## src/rtl/rirq_pkg.sv

```systemverilog
// Package: shared register map and status layout for the raster interrupt generator.
// Assumes an 8-bit CPU data path and a 2-bit register address.
package rirq_pkg;

    localparam int REG_W          = 8;
    localparam int CTRL_EN_BIT    = 0;
    localparam int STAT_PEND_BIT  = 7;
    localparam int STAT_FIRED_BIT = 6;

    typedef enum logic [1:0] {
        RA_XPOS = 2'd0,
        RA_YPOS = 2'd1,
        RA_CTRL = 2'd2,
        RA_STAT = 2'd3
    } rirq_addr_e;

endpackage

```

## src/rtl/rirq_beam.sv

```systemverilog
// Module: rirq_beam
// Tracks the current dot and scanline of the raster, one dot per clock.
// Assumes frame_start is a single-cycle pulse; without it the counters wrap freely.
module rirq_beam #(
    parameter int DOTS_PER_LINE   = 341,
    parameter int LINES_PER_FRAME = 262,
    parameter int DOT_W           = $clog2(DOTS_PER_LINE),
    parameter int LINE_W          = $clog2(LINES_PER_FRAME)
) (
    input  logic              clk,
    input  logic              rst_n,
    input  logic              frame_start,
    output logic [DOT_W-1:0]  dot,
    output logic [LINE_W-1:0] line,
    output logic              wrap
);
    localparam logic [DOT_W-1:0]  LAST_DOT  = DOT_W'(DOTS_PER_LINE - 1);
    localparam logic [LINE_W-1:0] LAST_LINE = LINE_W'(LINES_PER_FRAME - 1);

    logic [DOT_W-1:0]  dot_q;
    logic [LINE_W-1:0] line_q;

    // Last dot of the last line: next cycle starts a new frame.
    always_comb wrap = (dot_q == LAST_DOT) && (line_q == LAST_LINE);

    // Advance the position, restarting on frame_start.
    always_ff @(posedge clk) begin
        if (!rst_n) begin
            dot_q  <= '0;
            line_q <= '0;
        end else if (frame_start) begin
            dot_q  <= '0;
            line_q <= '0;
        end else if (dot_q == LAST_DOT) begin
            dot_q  <= '0;
            line_q <= (line_q == LAST_LINE) ? '0 : line_q + LINE_W'(1);
        end else begin
            dot_q <= dot_q + DOT_W'(1);
        end
    end

    assign dot  = dot_q;
    assign line = line_q;


    restart_pos_chk: assert property (@(posedge clk) disable iff (!rst_n)
        frame_start |=> (dot_q == '0 && line_q == '0));


    pos_range_chk: assert property (@(posedge clk) disable iff (!rst_n)
        (dot_q <= LAST_DOT) && (line_q <= LAST_LINE));

endmodule

```

## src/rtl/rirq_target_map.sv

```systemverilog
// Module: rirq_target_map
// Turns the programmed codes into the dot/line at which the interrupt must fire,
// applying the fixed lead and the vertical-blank block window.
// Assumes LEAD_DOTS < DOTS_PER_LINE and that 2*code fits the dot width.
module rirq_target_map #(
    parameter int DOTS_PER_LINE   = 341,
    parameter int LINES_PER_FRAME = 262,
    parameter int VBL_LINE        = 241,
    parameter int BLOCK_LINES     = 6,
    parameter int LEAD_DOTS       = 42,
    parameter int DOT_W           = $clog2(DOTS_PER_LINE),
    parameter int LINE_W          = $clog2(LINES_PER_FRAME)
) (
    input  logic [7:0]        x_code,
    input  logic [7:0]        y_code,
    output logic [DOT_W-1:0]  fire_dot,
    output logic [LINE_W-1:0] fire_line,
    output logic              fire_blocked
);
    localparam logic [7:0]        XMAX      = 8'((DOTS_PER_LINE - 1) / 2);
    localparam logic [DOT_W-1:0]  LEAD_D    = DOT_W'(LEAD_DOTS);
    localparam logic [DOT_W-1:0]  BACK_D    = DOT_W'(DOTS_PER_LINE - LEAD_DOTS);
    localparam logic [LINE_W-1:0] LAST_LINE = LINE_W'(LINES_PER_FRAME - 1);
    localparam logic [LINE_W-1:0] PRE_VBL   = LINE_W'(VBL_LINE - 1);
    localparam logic [LINE_W-1:0] BLK_LO    = LINE_W'(VBL_LINE);
    localparam logic [LINE_W-1:0] BLK_HI    = LINE_W'(VBL_LINE + BLOCK_LINES);

    logic [7:0]        xc;
    logic [DOT_W-1:0]  tdot;
    logic [LINE_W-1:0] tline;

    // Clamp and scale the codes to a raster target.
    always_comb begin
        xc    = (x_code > XMAX) ? XMAX : x_code;
        tdot  = DOT_W'({xc, 1'b0});
        tline = (y_code == 8'hFF) ? PRE_VBL : LINE_W'(y_code);
    end

    // Subtract the lead, borrowing from the previous line when needed.
    always_comb begin
        if (tdot >= LEAD_D) begin
            fire_dot  = tdot - LEAD_D;
            fire_line = tline;
        end else begin
            fire_dot  = tdot + BACK_D;
            fire_line = (tline == '0) ? LAST_LINE : tline - LINE_W'(1);
        end
        fire_blocked = (fire_line >= BLK_LO) && (fire_line < BLK_HI);
    end

endmodule

```

## src/rtl/rirq_regs.sv

```systemverilog
// Module: rirq_regs
// CPU-visible registers plus the pending-interrupt and fired-this-frame flags.
// Assumes single-cycle read/write strobes; reads are combinational on the address.
module rirq_regs
    import rirq_pkg::*;
(
    input  logic             clk,
    input  logic             rst_n,
    input  logic             wr_en,
    input  logic             rd_en,
    input  logic [1:0]       addr,
    input  logic [REG_W-1:0] wdata,
    input  logic             fire_hit,
    input  logic             frame_clear,
    output logic [REG_W-1:0] rdata,
    output logic [7:0]       x_code,
    output logic [7:0]       y_code,
    output logic             enable,
    output logic             fired,
    output logic             irq_n
);
    logic [7:0] x_q, y_q;
    logic       en_q, pend_q, fired_q, clr_req;

    // Any access to the status address acknowledges the interrupt.
    always_comb clr_req = (wr_en || rd_en) && (rirq_addr_e'(addr) == RA_STAT);

    // Store programmed targets and the enable bit.
    always_ff @(posedge clk) begin
        if (!rst_n) begin
            x_q  <= '0;
            y_q  <= '0;
            en_q <= 1'b0;
        end else if (wr_en) begin
            case (rirq_addr_e'(addr))
                RA_XPOS: x_q  <= wdata;
                RA_YPOS: y_q  <= wdata;
                RA_CTRL: en_q <= wdata[CTRL_EN_BIT];
                default: ;
            endcase
        end
    end

    // Hold the interrupt until acknowledged; a fresh fire wins over a clear.
    always_ff @(posedge clk) begin
        if (!rst_n)        pend_q <= 1'b0;
        else if (fire_hit) pend_q <= 1'b1;
        else if (clr_req)  pend_q <= 1'b0;
    end

    // Remember a fire until the frame restarts.
    always_ff @(posedge clk) begin
        if (!rst_n)           fired_q <= 1'b0;
        else if (frame_clear) fired_q <= 1'b0;
        else if (fire_hit)    fired_q <= 1'b1;
    end

    // Read multiplexer.
    always_comb begin
        rdata = '0;
        case (rirq_addr_e'(addr))
            RA_XPOS: rdata = x_q;
            RA_YPOS: rdata = y_q;
            RA_CTRL: rdata[CTRL_EN_BIT] = en_q;
            RA_STAT: begin
                rdata[STAT_PEND_BIT]  = pend_q;
                rdata[STAT_FIRED_BIT] = fired_q;
            end
            default: rdata = '0;
        endcase
    end

    assign x_code = x_q;
    assign y_code = y_q;
    assign enable = en_q;
    assign fired  = fired_q;
    assign irq_n  = ~pend_q;


    enable_gate_chk: assert property (@(posedge clk) disable iff (!rst_n)
        $rose(pend_q) |-> $past(en_q));


    once_per_frame_chk: assert property (@(posedge clk) disable iff (!rst_n)
        $rose(pend_q) |-> !$past(fired_q));


    ack_clear_chk: assert property (@(posedge clk) disable iff (!rst_n)
        (clr_req && !fire_hit) |=> !pend_q);

endmodule

```

## src/rtl/raster_irq_gen.sv

```systemverilog
// Module: raster_irq_gen (top)
// Raises irq_n a fixed lead ahead of a programmed raster position, once per frame,
// never inside the first scanlines of vertical blank.
// Assumes clk is the PPU dot clock and frame_start marks dot 0 of line 0.
module raster_irq_gen #(
    parameter int DOTS_PER_LINE   = 341,
    parameter int LINES_PER_FRAME = 262,
    parameter int VBL_LINE        = 241,
    parameter int BLOCK_LINES     = 6,
    parameter int LEAD_DOTS       = 42
) (
    input  logic       clk,
    input  logic       rst_n,
    input  logic       frame_start,
    input  logic       cpu_wr,
    input  logic       cpu_rd,
    input  logic [1:0] cpu_addr,
    input  logic [7:0] cpu_wdata,
    output logic [7:0] cpu_rdata,
    output logic       irq_n
);
    localparam int DOT_W  = $clog2(DOTS_PER_LINE);
    localparam int LINE_W = $clog2(LINES_PER_FRAME);
    localparam logic [LINE_W-1:0] BLK_LO = LINE_W'(VBL_LINE);
    localparam logic [LINE_W-1:0] BLK_HI = LINE_W'(VBL_LINE + BLOCK_LINES);

    logic [DOT_W-1:0]  dot, fire_dot;
    logic [LINE_W-1:0] line, fire_line;
    logic              wrap, fire_blocked, fire_hit, frame_clear;
    logic [7:0]        x_code, y_code;
    logic              enable, fired;

    rirq_beam #(
        .DOTS_PER_LINE  (DOTS_PER_LINE),
        .LINES_PER_FRAME(LINES_PER_FRAME),
        .DOT_W          (DOT_W),
        .LINE_W         (LINE_W)
    ) u_beam (
        .clk        (clk),
        .rst_n      (rst_n),
        .frame_start(frame_start),
        .dot        (dot),
        .line       (line),
        .wrap       (wrap)
    );

    rirq_target_map #(
        .DOTS_PER_LINE  (DOTS_PER_LINE),
        .LINES_PER_FRAME(LINES_PER_FRAME),
        .VBL_LINE       (VBL_LINE),
        .BLOCK_LINES    (BLOCK_LINES),
        .LEAD_DOTS      (LEAD_DOTS),
        .DOT_W          (DOT_W),
        .LINE_W         (LINE_W)
    ) u_map (
        .x_code      (x_code),
        .y_code      (y_code),
        .fire_dot    (fire_dot),
        .fire_line   (fire_line),
        .fire_blocked(fire_blocked)
    );

    // Fire when the beam sits on the fire point and nothing suppresses it.
    always_comb begin
        fire_hit = enable && !fired && !fire_blocked && !frame_start
                   && (dot == fire_dot) && (line == fire_line);
        frame_clear = frame_start || wrap;
    end

    rirq_regs u_regs (
        .clk        (clk),
        .rst_n      (rst_n),
        .wr_en      (cpu_wr),
        .rd_en      (cpu_rd),
        .addr       (cpu_addr),
        .wdata      (cpu_wdata),
        .fire_hit   (fire_hit),
        .frame_clear(frame_clear),
        .rdata      (cpu_rdata),
        .x_code     (x_code),
        .y_code     (y_code),
        .enable     (enable),
        .fired      (fired),
        .irq_n      (irq_n)
    );


    vblank_block_chk: assert property (@(posedge clk) disable iff (!rst_n)
        $fell(irq_n) |-> ($past(line) < BLK_LO || $past(line) >= BLK_HI));

endmodule

```

## config.mk

```make
export PLATFORM = sky130hd
export DESIGN_NAME = raster_irq_gen
export DESIGN_NICKNAME = d
export VERILOG_FILES = /design/src/rtl/rirq_pkg.sv /design/src/rtl/rirq_beam.sv /design/src/rtl/rirq_target_map.sv /design/src/rtl/rirq_regs.sv /design/src/rtl/raster_irq_gen.sv
export SDC_FILE = /design/constraint.sdc
export NUM_CORES = 1
export LEC_CHECK = 0
export BUFFER_PORTS_ARGS = -buffer_cell sky130_fd_sc_hd__buf_4
export CAP_MARGIN = 15
export CELL_PAD_IN_SITES_DETAIL_PLACEMENT = 0
export CELL_PAD_IN_SITES_GLOBAL_PLACEMENT = 1
export CORE_ASPECT_RATIO = 1.1
export CORE_MARGIN = 8
export CORE_UTILIZATION = 45
export CTS_CLUSTER_DIAMETER = 150
export DETAILED_ROUTE_END_ITERATION = 7
export PLACE_DENSITY_LB_ADDON = 0.1
export SLEW_MARGIN = 30
export SYNTH_ARGS = -nofsm -noshare
export SYNTH_HDL_FRONTEND = slang
export SYNTH_SLANG_ARGS = --single-unit
export TNS_END_PERCENT = 50
```

## constraint.sdc

```tcl
create_clock -name clk -period 4.1 [get_ports clk]
set_input_delay 0.41 -clock clk [delete_from_list [all_inputs] [get_ports clk]]
set_output_delay 0.41 -clock clk [all_outputs]
set_load 0.02 [all_outputs]
```

==> results of run 1 <==
-- stage by stage --
| stage | instances | hold WS [ns] | utilization [%] |
|---|---|---|---|
| 5_1_grt | 441 | 0.357 | 50.9 |
| 6_report | 441 | 0.355 | 50.9 |
| 3_3_place_gp | 433 | 0.481 | 49.0 |
| 2_1_floorplan | 350 | 0.448 | - |
| 3_5_place_dp | 433 | 0.492 | 49.0 |
| 4_1_cts | 441 | 0.355 | 50.9 |
-- worst max path at each step --
stage | startpoint | endpoint | cells after the start
global route | u_regs.x_code[5] | u_regs.fired | 12
detailed placement | u_regs.x_code[5] | u_regs.fired | 12
finish | u_regs.x_code[5] | u_regs.fired | 12
CTS | u_regs.x_code[5] | u_regs.fired | 12
floorplan | u_regs.x_code[3] | u_regs.fired | 14
global placement | u_regs.x_code[5] | u_regs.fired | 12
-- cell families after synthesis --
logic type,synth area share (%)
fa+ha+maj,3.59
buf+inv,6.82
compound gates,17.4
flops,26.5
simple gates,27.5
mux,9.69
xor+xnor,8.48
-- sequential cells by signal (all words and copies together), names as in the netlist --
name / flops
u_regs.pend_q: 1
u_regs.y_code: 8
u_beam.line: 9
u_regs.x_code: 8
u_regs.fired: 1
u_beam.dot: 9
u_regs.enable: 1
-- power by group through the flow --
| stage | Combinational, uW | Clock, uW | Sequential [uW] |
|---|---|---|---|
| 2_1_floorplan | 124 | 0 | 379 |
| 3_5_place_dp | 155 | 0 | 388 |
| 6_report | 156 | 328 | 380 |
| 5_1_grt | 172 | 353 | 381 |
| 3_3_place_gp | 156 | 0 | 388 |
| 4_1_cts | 155 | 338 | 379 |
-- final cells by class --
cell class | instances | area share [%]
clock inverter | 1 | 0.970
multi-input combinational | 271 | 60.1
inverter | 16 | 1.94
clock buffer | 7 | 2.79
tap | 80 | 3.23
sequential | 37 | 23.9
timing repair buffer | 29 | 7.04
-- worst max-delay path: cells and delay by family, from the launching register on --
| family | cells | cell delay, ns |
|---|---|---|
| and+or+nand+nor | 4 | 1.16 |
| adders and majority gates | 1 | 0.24 |
| DFF | 1 | 0.49 |
| AOI/OAI and AO/OA | 6 | 1.70 |
| buffers and inverters | 1 | 0.11 |
-- per-layer routing --
metal | routed length, um | vias to the layer above | global-route usage [%] | share of wire [%]
met4 | 133 | 0 | 5.80 | 1.9
met2 | 3300 | 51 | 26.5 | 47
li1 | - | 1262 | - | -
met1 | 3430 | 1159 | 20.7 | 48
met5 | 0 | - | 0 | 0
met3 | 230 | 12 | 2.74 | 3.2
-- placed cells by master, fill, tap and decap left out, types with 2 or more instances in the layout --
| master | Yosys | final |
|---|---|---|
| sky130_fd_sc_hd__o211ai_1 | 2 | 2 |
| sky130_fd_sc_hd__inv_1 | 15 | 15 |
| sky130_fd_sc_hd__o211a_1 | 2 | 2 |
| sky130_fd_sc_hd__nand4b_1 | 2 | 2 |
| sky130_fd_sc_hd__xor2_1 | 10 | 10 |
| sky130_fd_sc_hd__buf_4 | 0 | 29 |
| sky130_fd_sc_hd__o41ai_2 | 2 | 2 |
| sky130_fd_sc_hd__ha_1 | 8 | 8 |
| sky130_fd_sc_hd__xnor2_1 | 17 | 17 |
| sky130_fd_sc_hd__nand3_1 | 22 | 22 |
| sky130_fd_sc_hd__nor4_2 | 3 | 3 |
| sky130_fd_sc_hd__nor3_1 | 7 | 7 |
| sky130_fd_sc_hd__clkbuf_8 | 0 | 6 |
| sky130_fd_sc_hd__a311oi_1 | 2 | 2 |
| sky130_fd_sc_hd__nand2b_1 | 2 | 2 |
| sky130_fd_sc_hd__nand3b_1 | 2 | 2 |
| sky130_fd_sc_hd__a21o_1 | 3 | 3 |
| sky130_fd_sc_hd__o31ai_1 | 2 | 2 |
| sky130_fd_sc_hd__or3_1 | 6 | 6 |
| sky130_fd_sc_hd__nor2_1 | 58 | 58 |
| sky130_fd_sc_hd__dfxtp_1 | 37 | 37 |
| sky130_fd_sc_hd__o21ai_0 | 14 | 14 |
| sky130_fd_sc_hd__nor3b_1 | 2 | 2 |
| sky130_fd_sc_hd__nand2_1 | 16 | 16 |
| sky130_fd_sc_hd__a211oi_1 | 4 | 4 |
| sky130_fd_sc_hd__mux2i_1 | 27 | 27 |
| sky130_fd_sc_hd__a2111oi_0 | 3 | 3 |
| sky130_fd_sc_hd__a31oi_1 | 2 | 2 |
| sky130_fd_sc_hd__nor2b_1 | 5 | 5 |
| sky130_fd_sc_hd__nand4_1 | 8 | 8 |
| sky130_fd_sc_hd__a21oi_1 | 12 | 12 |
==> impl_results.rst, run 1 <==
.. list-table::
   :header-rows: 1

   * - Metric
     - Value
   * - Outcome
     - finished clean
   * - Worst vdd rail ir drop
     - about 0.12 mV
   * - Sum Neg Setup Slack
     - 0 ns
   * - Dpl ws
     - approximately 0.35 ns
   * - Reported max-cap violation count
     - 0
   * - Post-DR wirelength/cell
     - approximately 16 um
   * - Quantity of hold-fixing buffers added after cts
     - 0
   * - Net Sw Frac
     - 26.8%
   * - Total congestion overflow
     - 0
   * - Critical R2R Launch
     - u_regs.x_code[5]
   * - Cells on worst reg2reg path
     - 12
   * - Most prevalent standard cell on the critical path
     - sky130_fd_sc_hd__nor2b_1
   * - Area growth from synthesis to layout
     - 10.9%
   * - Count of cells along the worst hold path
     - 3
   * - Pin count of the biggest net entering global routing
     - 19
   * - Number of synthesized register bits
     - 37
   * - Fraction of the cycle the final worst path needs
     - a little over 90%
   * - TritonRoute pass-1 iters
     - 4
   * - Synth area leaders
     - sky130_fd_sc_hd__dfxtp_1 (27%), sky130_fd_sc_hd__mux2i_1 (9.7%), sky130_fd_sc_hd__nor2_1 (7.8%)
   * - Number of cells produced by synthesis
     - 350
   * - Port Buffers
     - 23
   * - Clock tree from TritonCTS
     - yes
   * - Most frequently used cell type in the post-synthesis netlist
     - sky130_fd_sc_hd__nor2_1
   * - Setup Fix Bufs, Post-CTS
     - 0
   * - Post-placement cell area
     - just under 0.003 mm2
   * - Number of failing hold endpoints at the final stage
     - 0
   * - Maximum net fanout on the critical path
     - 10
   * - Area used by multi-input combinational logic
     - roughly 0.0019 mm2
   * - Wire length of the first global-routing pass
     - around 12 mm
   * - # DRC
     - 0
   * - Type of the setup path with the least slack
     - flop to flop
   * - List of cells traversed by the critical path
     - nor2b_1, or3b_2, o21ai_0, inv_1, ha_1, nor2b_1, o21ai_2, o21ba_2, a2111oi_0, a2bb2oi_1, nand4_1, o41ai_2
   * - Clock insertion delay at the later pin of the skew report
     - 0.29 ns
   * - Clk_skew
     - between 0.003 and 0.004 ns
   * - Overall via count from detail_route
     - approximately 2500
   * - Top FF cell, synth
     - sky130_fd_sc_hd__dfxtp_1
   * - Pwr dens
     - approximately 280 mW/mm2
   * - Overall die area
     - approximately 0.009 mm2
   * - Vertical die dimension
     - 98.6 um
   * - Overall power after layout
     - between 800 and 900 uW
   * - Number of gates resized after CTS
     - 0
   * - Setup repair after global routing missed its margin
     - no
   * - # diodes
     - 0
   * - Global routing usage summed across all routing layers
     - between 15 and 20%
   * - Number of clock buffers inserted by TritonCTS
     - 5
   * - Cell at the root of the clock tree
     - sky130_fd_sc_hd__clkbuf_8
   * - Peak Freq
     - ~0.26 GHz
   * - Number of flops mapped to enable cells by yosys
     - 0
   * - Deepest clock path buffer count
     - 2
   * - Post-Synthesis Net Count
     - between 300 and 400
   * - Switch Pwr
     - 231 uW
   * - # fillers
     - approximately 640
   * - Fraction of power consumed by the clock network
     - between 30 and 40%
   * - Largest area contributor in the netlist
     - sky130_fd_sc_hd__dfxtp_1
   * - Design area
     - just over 0.003 mm2
   * - Average cell area after synthesis
     - approximately 8 um2
   * - DP Wirelength
     - roughly 5.4 mm
   * - Crit start category
     - flop
   * - Worst path slowest cell
     - sky130_fd_sc_hd__a2111oi_0
   * - Leakage
     - between 0.001 and 0.0015 uW
   * - Count of distinct cell types in the synthesized netlist
     - 63
   * - Synth async-reset ratio
     - 0%
   * - Internal power
     - approximately 630 uW
   * - Final wirelength
     - a little over 7 mm
   * - Clock transition at the registers of the reported paths
     - around 0.070 ns
   * - Via count of the first global-routing pass
     - between 2000 and 2500
   * - Endpoint kind of the worst setup timing path
     - flop
   * - Minimum period implied by the final worst setup slack
     - about 3.8 ns
   * - Reg power frac
     - a little over two fifths
   * - Remaining max-slew budget at the tightest pin
     - roughly 61%
   * - Worst EP arrival
     - roughly 4.0 ns
   * - Count of yosys warnings during synthesis
     - 0
   * - Core footprint
     - about 0.0061 mm2
   * - Capture point of the worst reg-to-reg path
     - u_regs.fired
   * - Worst Min Path Start
     - cpu_wdata[2]
   * - DRT iter0 DRCs
     - 105
   * - Number of levels the H-tree was split into
     - 2
   * - Top Ports
     - 24
   * - Reg-to-reg setup timing slack
     - around 0.3 ns
   * - List of most frequent post-synthesis cells
     - sky130_fd_sc_hd__nor2_1 (58), sky130_fd_sc_hd__dfxtp_1 (37), sky130_fd_sc_hd__mux2i_1 (27), sky130_fd_sc_hd__nand3_1 (22), sky130_fd_sc_hd__xnor2_1 (17)
   * - Sink of the worst hold path
     - u_regs.x_code[2]
   * - Endpoint required time on the critical path
     - 4.30 ns
   * - Fin worst setup slack
     - 0.305 ns
   * - Sequential Area
     - around 740 um2
   * - Number of clock sinks seen by CTS
     - 37
   * - # setup viols final
     - 0
   * - Cell Rows
     - 30
   * - Final RePlAce weighted congestion
     - between 0.8 and 0.9
   * - Initial antenna violation count
     - 0
   * - Antenna Violating Nets Remaining
     - 0
   * - Proportion of synthesized chip area in sequential cells
     - roughly a quarter
   * - Chip Width
     - 91.1 um
   * - Fraction of final layout cells sized beyond drive strength 1
     - between 15 and 20%
   * - Fraction of post-synthesis cell area in the top cell type by area
     - roughly a quarter
   * - Netlist area before placement
     - 0.00279 mm2
   * - Worst stage delay on the critical path
     - approximately 0.5 ns
   * - Class of the worst hold path
     - primary input to flop
   * - Final-report max-slew violation count
     - 0
   * - Detail-routed via count per cell
     - between 5 and 6
   * - Worst Tran Pin Value
     - approximately 0.58 ns
   * - Initial core utilization
     - a little under half
   * - Number of nets at the end of the flow
     - ~380
   * - Combinational fraction of design power
     - between 15 and 20%
Note: power is estimated with default switching activity, not from simulation.
==> run 2: changes to the inputs <==
Settings changed: PLACE_DENSITY_LB_ADDON 0.1 to 0.12.
==> run 2 against run 1 <==
Compared with the run above:
- hold slack worse by 0.0021 ns
- worst setup slack gained 0.050 ns
- maximum frequency up 1.3%
- non-clock buffer count did not move
- critical endpoint unchanged
- highest routed layer unchanged
- utilization is 0.062 points higher
- first-iteration DRC count is 48% higher
- sequential cell count did not move
- largest power group unchanged
==> impl_results.rst, run 2 (synthesis results as in run 1) <==
.. list-table::
   :header-rows: 1

   * - Metric
     - Value
   * - Outcome
     - finished clean (unchanged)
   * - Area used by multi-input combinational logic
     - 0.00186 mm2 (unchanged)
   * - Most frequent standard cell in the layout excluding fill and tap cells
     - sky130_fd_sc_hd__nor2_1 (unchanged)
   * - Class of the worst hold path
     - primary input to flop (unchanged)
   * - Peak Freq
     - 0.267 GHz (was 0.263 GHz)
   * - Number of nets at the end of the flow
     - 383 (unchanged)
   * - Worst EP arrival
     - 3.95 ns (was 3.99 ns)
   * - Fraction of the cycle the final worst path needs
     - 91.4% (was 92.6%)
   * - Overall via count from detail_route
     - 2473 (was 2484)
   * - Area growth from synthesis to layout
     - 11.0% (was 10.9%)
   * - Total placed cells including tap cells
     - 433 (unchanged)
   * - Deepest clock path buffer count
     - 2 (unchanged)
   * - Wire length of the first global-routing pass
     - 12.0 mm (about the same)
   * - DP Wirelength
     - 5.42 mm (was 5.40 mm)
   * - Cell Rows
     - 30 (unchanged)
   * - Final wirelength
     - 6.98 mm (was 7.10 mm)
   * - Most prevalent standard cell on the critical path
     - sky130_fd_sc_hd__nor2b_1 (unchanged)
   * - Leakage
     - 0.00119 uW (was 0.00120 uW)
   * - # setup viols final
     - 0 (unchanged)
   * - Clk_skew
     - 0.00276 ns (was 0.00330 ns)
   * - Core footprint
     - 0.00608 mm2 (unchanged)
   * - Vertical die dimension
     - 98.6 um (unchanged)
   * - Sum Neg Setup Slack
     - 0 ns (unchanged)
   * - Worst stage delay on the critical path
     - 0.49 ns (was 0.50 ns)
   * - Cell at the root of the clock tree
     - sky130_fd_sc_hd__clkbuf_8 (unchanged)
   * - Worst slack on hold paths
     - 0.353 ns (was 0.355 ns)
   * - Port Buffers
     - 23 (unchanged)
   * - Clock transition at the registers of the reported paths
     - 0.08 ns (was 0.07 ns)
   * - Post-DR wirelength/cell
     - 15.8 um (was 16.1 um)
   * - Detail-routed via count per cell
     - 5.61 (was 5.63)
   * - Via count of the first global-routing pass
     - 2391 (was 2374)
   * - Total congestion overflow
     - 0 (unchanged)
   * - Global routing usage summed across all routing layers
     - 16.3% (was 16.2%)
   * - # DRC
     - 0 (unchanged)
   * - Clock insertion delay at the later pin of the skew report
     - 0.29 ns (about the same)
   * - # fillers
     - 643 (was 635)
   * - Setup repair after global routing missed its margin
     - no (unchanged)
   * - Endpoint kind of the worst setup timing path
     - flop (unchanged)
   * - DRT iter0 DRCs
     - 155 (was 105)
   * - Sequential Area
     - 741 um2 (unchanged)
   * - Quantity of hold-fixing buffers added after cts
     - 0 (unchanged)
   * - Number of levels the H-tree was split into
     - 2 (unchanged)
   * - Top library cells by usage in the layout, fill and taps aside
     - sky130_fd_sc_hd__nor2_1 (58), sky130_fd_sc_hd__dfxtp_1 (37), sky130_fd_sc_hd__buf_4 (29) (unchanged)
   * - Initial antenna violation count
     - 0 (unchanged)
   * - TritonRoute pass-1 iters
     - 5 (was 4)
   * - Type of the setup path with the least slack
     - flop to flop (unchanged)
   * - Minimum period implied by the final worst setup slack
     - 3.75 ns (was 3.80 ns)
   * - Maximum net fanout on the critical path
     - 10 (unchanged)
   * - Number of clock buffers inserted by TritonCTS
     - 5 (unchanged)
   * - Chip Width
     - 91.1 um (unchanged)
   * - Worst path slowest cell
     - sky130_fd_sc_hd__dfxtp_1 (was sky130_fd_sc_hd__a2111oi_0)
   * - Reported max-cap violation count
     - 0 (unchanged)
   * - Antenna Violating Nets Remaining
     - 0 (unchanged)
   * - Final RePlAce weighted congestion
     - 0.882 (was 0.884)
   * - Final-report max-slew violation count
     - 0 (unchanged)
   * - Crit start category
     - flop (unchanged)
   * - Pin count of the biggest net entering global routing
     - 19 (unchanged)
   * - Utilization after layout
     - 50.9% (about the same)
   * - Non-filler cells, final
     - 441 (unchanged)
   * - Clock tree from TritonCTS
     - yes (unchanged)
   * - Overall die area
     - 0.00898 mm2 (unchanged)
   * - Number of gates resized after CTS
     - 0 (unchanged)
   * - Endpoint required time on the critical path
     - 4.30 ns (about the same)
   * - Setup Fix Bufs, Post-CTS
     - 0 (unchanged)
   * - Worst vdd rail ir drop
     - 0.171 mV (was 0.118 mV)
   * - # diodes
     - 0 (unchanged)
   * - Fraction of final layout cells sized beyond drive strength 1
     - 15.5% (was 15.2%)
   * - List of cells traversed by the critical path
     - nor2b_1, or3b_2, o21ai_0, inv_1, ha_1, nor2b_1, o21ai_2, o21ba_2, a2111oi_0, a2bb2oi_1, nand4_1, o41ai_2 (unchanged)
   * - Number of failing hold endpoints at the final stage
     - 0 (unchanged)
   * - Initial core utilization
     - 45.9% (unchanged)
   * - Worst Tran Pin Value
     - 0.632 ns (was 0.578 ns)
   * - Pwr dens
     - 280 mW/mm2 (was 279 mW/mm2)
   * - Top Ports
     - 24 (unchanged)
   * - Number of clock sinks seen by CTS
     - 37 (unchanged)
   * - Remaining max-slew budget at the tightest pin
     - 57.8% (was 61.4%)
-- run 2: path summary, 6_finish.rpt --
check	start	endpoint	slack, ns	depth (start not counted)
setup / recovery	u_regs.x_code[5]	u_regs.fired	0.35	12
hold / removal	cpu_wdata[2]	u_regs.x_code[2]	0.35	3
setup reg to reg	u_regs.x_code[5]	u_regs.fired	0.35	12
hold reg to reg	u_regs.enable	u_regs.enable	0.50	2
-- run 2: area by class of cell --
| cell class | count | share of cell area [%] |
|---|---|---|
| inverter | 16 | 1.94 |
| clock buffer | 6 | 2.67 |
| timing repair buffer | 29 | 7.03 |
| tap | 80 | 3.23 |
| sequential | 37 | 23.9 |
| multi-input combinational | 271 | 60.0 |
| clock inverter | 2 | 1.21 |
-- run 2: per-stage QoR --
stage,cell area (um2),power (uW),setup slack (ns)
floorplan,2790,502,0.816
global placement,2980,543,0.437
detailed placement,2980,544,0.379
CTS,3100,877,0.348
global route,3100,909,0.0399
finish,3100,869,0.355
-- run 2: power by group --
part | internal, uW | switching, uW | total [uW] | leakage, uW
clock | 198 | 136 | 333 | 0.0000574
combinational | 68.5 | 87.5 | 156 | 0.000837
sequential | 366 | 13.7 | 379 | 0.000299
-- run 2: critical path, delay by kind of cell (launching register included) --
kind	cells	cell delay (ns)
AOI/OAI and AO/OA	6	1.67
adders and majority gates	1	0.24
buffers and inverters	1	0.10
DFF	1	0.49
and+or+nand+nor	4	1.14
-- run 2: layer usage --
layer | part of all wire [%] | up-vias | wire length [um] | global-route usage (%)
met1 | 46 | 1170 | 3220 | 20.2
met2 | 48 | 39 | 3370 | 27.1
li1 | - | 1254 | - | -
met5 | 0 | - | 0 | 0
met3 | 3.7 | 10 | 258 | 2.97
met4 | 1.8 | 0 | 129 | 6.18
==> run 3: changes to the inputs <==
Settings changed: CELL_PAD_IN_SITES_DETAIL_PLACEMENT 0 to default, CELL_PAD_IN_SITES_GLOBAL_PLACEMENT 1 to default, CORE_UTILIZATION 45 to 60, CTS_CLUSTER_DIAMETER 150 to 30.
==> run 3 against run 2 <==
Compared with the run above:
- clock skew down 0.00062 ns
- sequential power is essentially flat
- via count increased by 1.9%
- hold slack got worse by 0.00088 ns
- power shrank 6.3%
- utilization up 16 points
- largest cell class unchanged
- largest power group unchanged
==> impl_results.rst, run 3 (synthesis results as in run 1) <==
.. list-table::
   :header-rows: 1

   * - Metric
     - Value
   * - Reported max-cap violation count
     - 0 (unchanged)
   * - # diodes
     - 0 (unchanged)
   * - Clk_skew
     - 0.00214 ns (was 0.00276 ns)
   * - Minimum period implied by the final worst setup slack
     - 3.77 ns (was 3.75 ns)
   * - Number of levels the H-tree was split into
     - 2 (unchanged)
   * - Worst EP arrival
     - 3.97 ns (was 3.95 ns)
   * - Sequential Area
     - 741 um2 (unchanged)
   * - Worst Tran Pin Value
     - 0.588 ns (was 0.632 ns)
   * - Deepest clock path buffer count
     - 2 (unchanged)
   * - Global routing usage summed across all routing layers
     - 19.6% (was 16.3%)
   * - DP Wirelength
     - 5.05 mm (was 5.42 mm)
   * - Fraction of final layout cells sized beyond drive strength 1
     - 15.0% (was 15.5%)
   * - Cell at the root of the clock tree
     - sky130_fd_sc_hd__clkbuf_8 (unchanged)
   * - Initial core utilization
     - 61.3% (was 45.9%)
   * - Remaining max-slew budget at the tightest pin
     - 59.8% (was 57.8%)
   * - Endpoint kind of the worst setup timing path
     - flop (unchanged)
   * - Sum Neg Setup Slack
     - 0 ns (unchanged)
   * - Number of failing hold endpoints at the final stage
     - 0 (unchanged)
   * - Number of nets at the end of the flow
     - 381 (was 383)
   * - Reg-to-reg setup timing slack
     - 0.33 ns (was 0.35 ns)
   * - Endpoint required time on the critical path
     - 4.30 ns (about the same)
   * - Class of the worst hold path
     - primary input to flop (unchanged)
   * - Cell Rows
     - 26 (was 30)
   * - Leakage
     - 0.00118 uW (was 0.00119 uW)
   * - Setup Fix Bufs, Post-CTS
     - 0 (unchanged)
   * - Antenna Violating Nets Remaining
     - 0 (unchanged)
   * - Maximum net fanout on the critical path
     - 10 (unchanged)
   * - Area growth from synthesis to layout
     - 8.74% (was 11.0%)
   * - Overall via count from detail_route
     - 2520 (was 2473)
   * - Port Buffers
     - 23 (unchanged)
   * - Final wirelength
     - 6.62 mm (was 6.98 mm)
   * - Overall die area
     - 0.00709 mm2 (was 0.00898 mm2)
   * - Core footprint
     - 0.00455 mm2 (was 0.00608 mm2)
   * - Total congestion overflow
     - 0 (unchanged)
   * - Worst vdd rail ir drop
     - 0.189 mV (was 0.171 mV)
   * - Post-DR wirelength/cell
     - 16.0 um (was 15.8 um)
   * - Top library cells by usage in the layout, fill and taps aside
     - sky130_fd_sc_hd__nor2_1 (58), sky130_fd_sc_hd__dfxtp_1 (37), sky130_fd_sc_hd__mux2i_1 (27), sky130_fd_sc_hd__buf_4 (27), sky130_fd_sc_hd__nand3_1 (22) (was sky130_fd_sc_hd__nor2_1 (58), sky130_fd_sc_hd__dfxtp_1 (37), sky130_fd_sc_hd__buf_4 (29))
   * - Via count of the first global-routing pass
     - 2413 (was 2391)
   * - Initial antenna violation count
     - 0 (unchanged)
   * - Worst slack on hold paths
     - 0.352 ns (was 0.353 ns)
   * - Clock insertion delay at the later pin of the skew report
     - 0.29 ns (about the same)
   * - Top Ports
     - 24 (unchanged)
   * - Pwr dens
     - 268 mW/mm2 (was 280 mW/mm2)
   * - Pin count of the biggest net entering global routing
     - 19 (unchanged)
   * - Vertical die dimension
     - 87.5 um (was 98.6 um)
   * - Fraction of the cycle the final worst path needs
     - 92.0% (was 91.4%)
   * - Quantity of hold-fixing buffers added after cts
     - 0 (unchanged)
   * - Outcome
     - finished clean (unchanged)
   * - Detail-routed via count per cell
     - 6.07 (was 5.61)
   * - Crit start category
     - flop (unchanged)
   * - Area used by multi-input combinational logic
     - 0.00186 mm2 (unchanged)
   * - Wire length of the first global-routing pass
     - 11.1 mm (was 12.0 mm)
   * - Final RePlAce weighted congestion
     - 0.854 (was 0.882)
   * - Peak Freq
     - 0.265 GHz (was 0.267 GHz)
   * - Number of clock buffers inserted by TritonCTS
     - 5 (unchanged)
   * - # setup viols final
     - 0 (unchanged)
   * - Clock tree from TritonCTS
     - yes (unchanged)
   * - DRT iter0 DRCs
     - 264 (was 155)
   * - # DRC
     - 0 (unchanged)
   * - # fillers
     - 408 (was 643)
   * - Chip Width
     - 81.0 um (was 91.1 um)
   * - Setup repair after global routing missed its margin
     - no (unchanged)
   * - Final-report max-slew violation count
     - 0 (unchanged)
   * - TritonRoute pass-1 iters
     - 4 (was 5)
   * - Clock transition at the registers of the reported paths
     - 0.07 ns (was 0.08 ns)
   * - Most frequent standard cell in the layout excluding fill and tap cells
     - sky130_fd_sc_hd__nor2_1 (unchanged)
   * - Number of gates resized after CTS
     - 0 (unchanged)
   * - Type of the setup path with the least slack
     - flop to flop (unchanged)
   * - Number of clock sinks seen by CTS
     - 37 (unchanged)
-- run 3: final cells by class --
class	count	area share (%)
Clock buffer	7	3.18
Tap cell	56	2.31
Multi-Input combinational cell	271	61.3
Clock inverter	1	0.165
Inverter	16	1.98
Sequential cell	37	24.4
Timing Repair Buffer	27	6.68
-- run 3: report_power, final --
group	leakage [uW]	total, uW	switching [uW]	internal [uW]
clock network	0.0000542	282	130	152
registers	0.000299	381	15.0	366
logic	0.000827	152	84.3	67.6
total	0.00118	814	229	585
-- run 3: final timing paths --
path,from,endpoint,depth (start not counted)
setup / recovery,u_regs.x_code[5],u_regs.fired,12
hold / removal,cpu_wdata[2],u_regs.x_code[2],3
setup reg to reg,u_regs.x_code[5],u_regs.fired,12
hold reg to reg,u_regs.enable,u_regs.enable,2
-- run 3: critical path: stages (launching register included) --
cell                        delay [ns]
sky130_fd_sc_hd__dfxtp_1          0.49
sky130_fd_sc_hd__nor2b_1          0.25
sky130_fd_sc_hd__or3b_2           0.47
sky130_fd_sc_hd__o21ai_0          0.23
sky130_fd_sc_hd__inv_1            0.10
sky130_fd_sc_hd__ha_1             0.24
sky130_fd_sc_hd__nor2b_1          0.23
sky130_fd_sc_hd__o21ai_2          0.14
sky130_fd_sc_hd__o21ba_2          0.24
sky130_fd_sc_hd__a2111oi_0        0.50
sky130_fd_sc_hd__a2bb2oi_1        0.24
sky130_fd_sc_hd__nand4_1          0.21
sky130_fd_sc_hd__o41ai_2          0.34
-- run 3: layer usage --
metal | global-route usage [%] | routed length, um
met5 | 0 | 0
met3 | 3.62 | 425
met1 | 23.7 | 2910
met2 | 32.0 | 3100
met4 | 9.92 | 181
-- run 3: stage by stage --
step                      cell area [um2]  cells  total power (uW)  util (%)  setup slack [ns]
after floorplan                      2790    350               502         -             0.816
after global placement               2930    407               538      64.4             0.486
after detailed placement             2930    407               540      64.4             0.423
after CTS                            3030    415               819      66.6             0.391
after global routing                 3030    415               852      66.6            0.0366
final                                3030    415               814      66.6             0.326
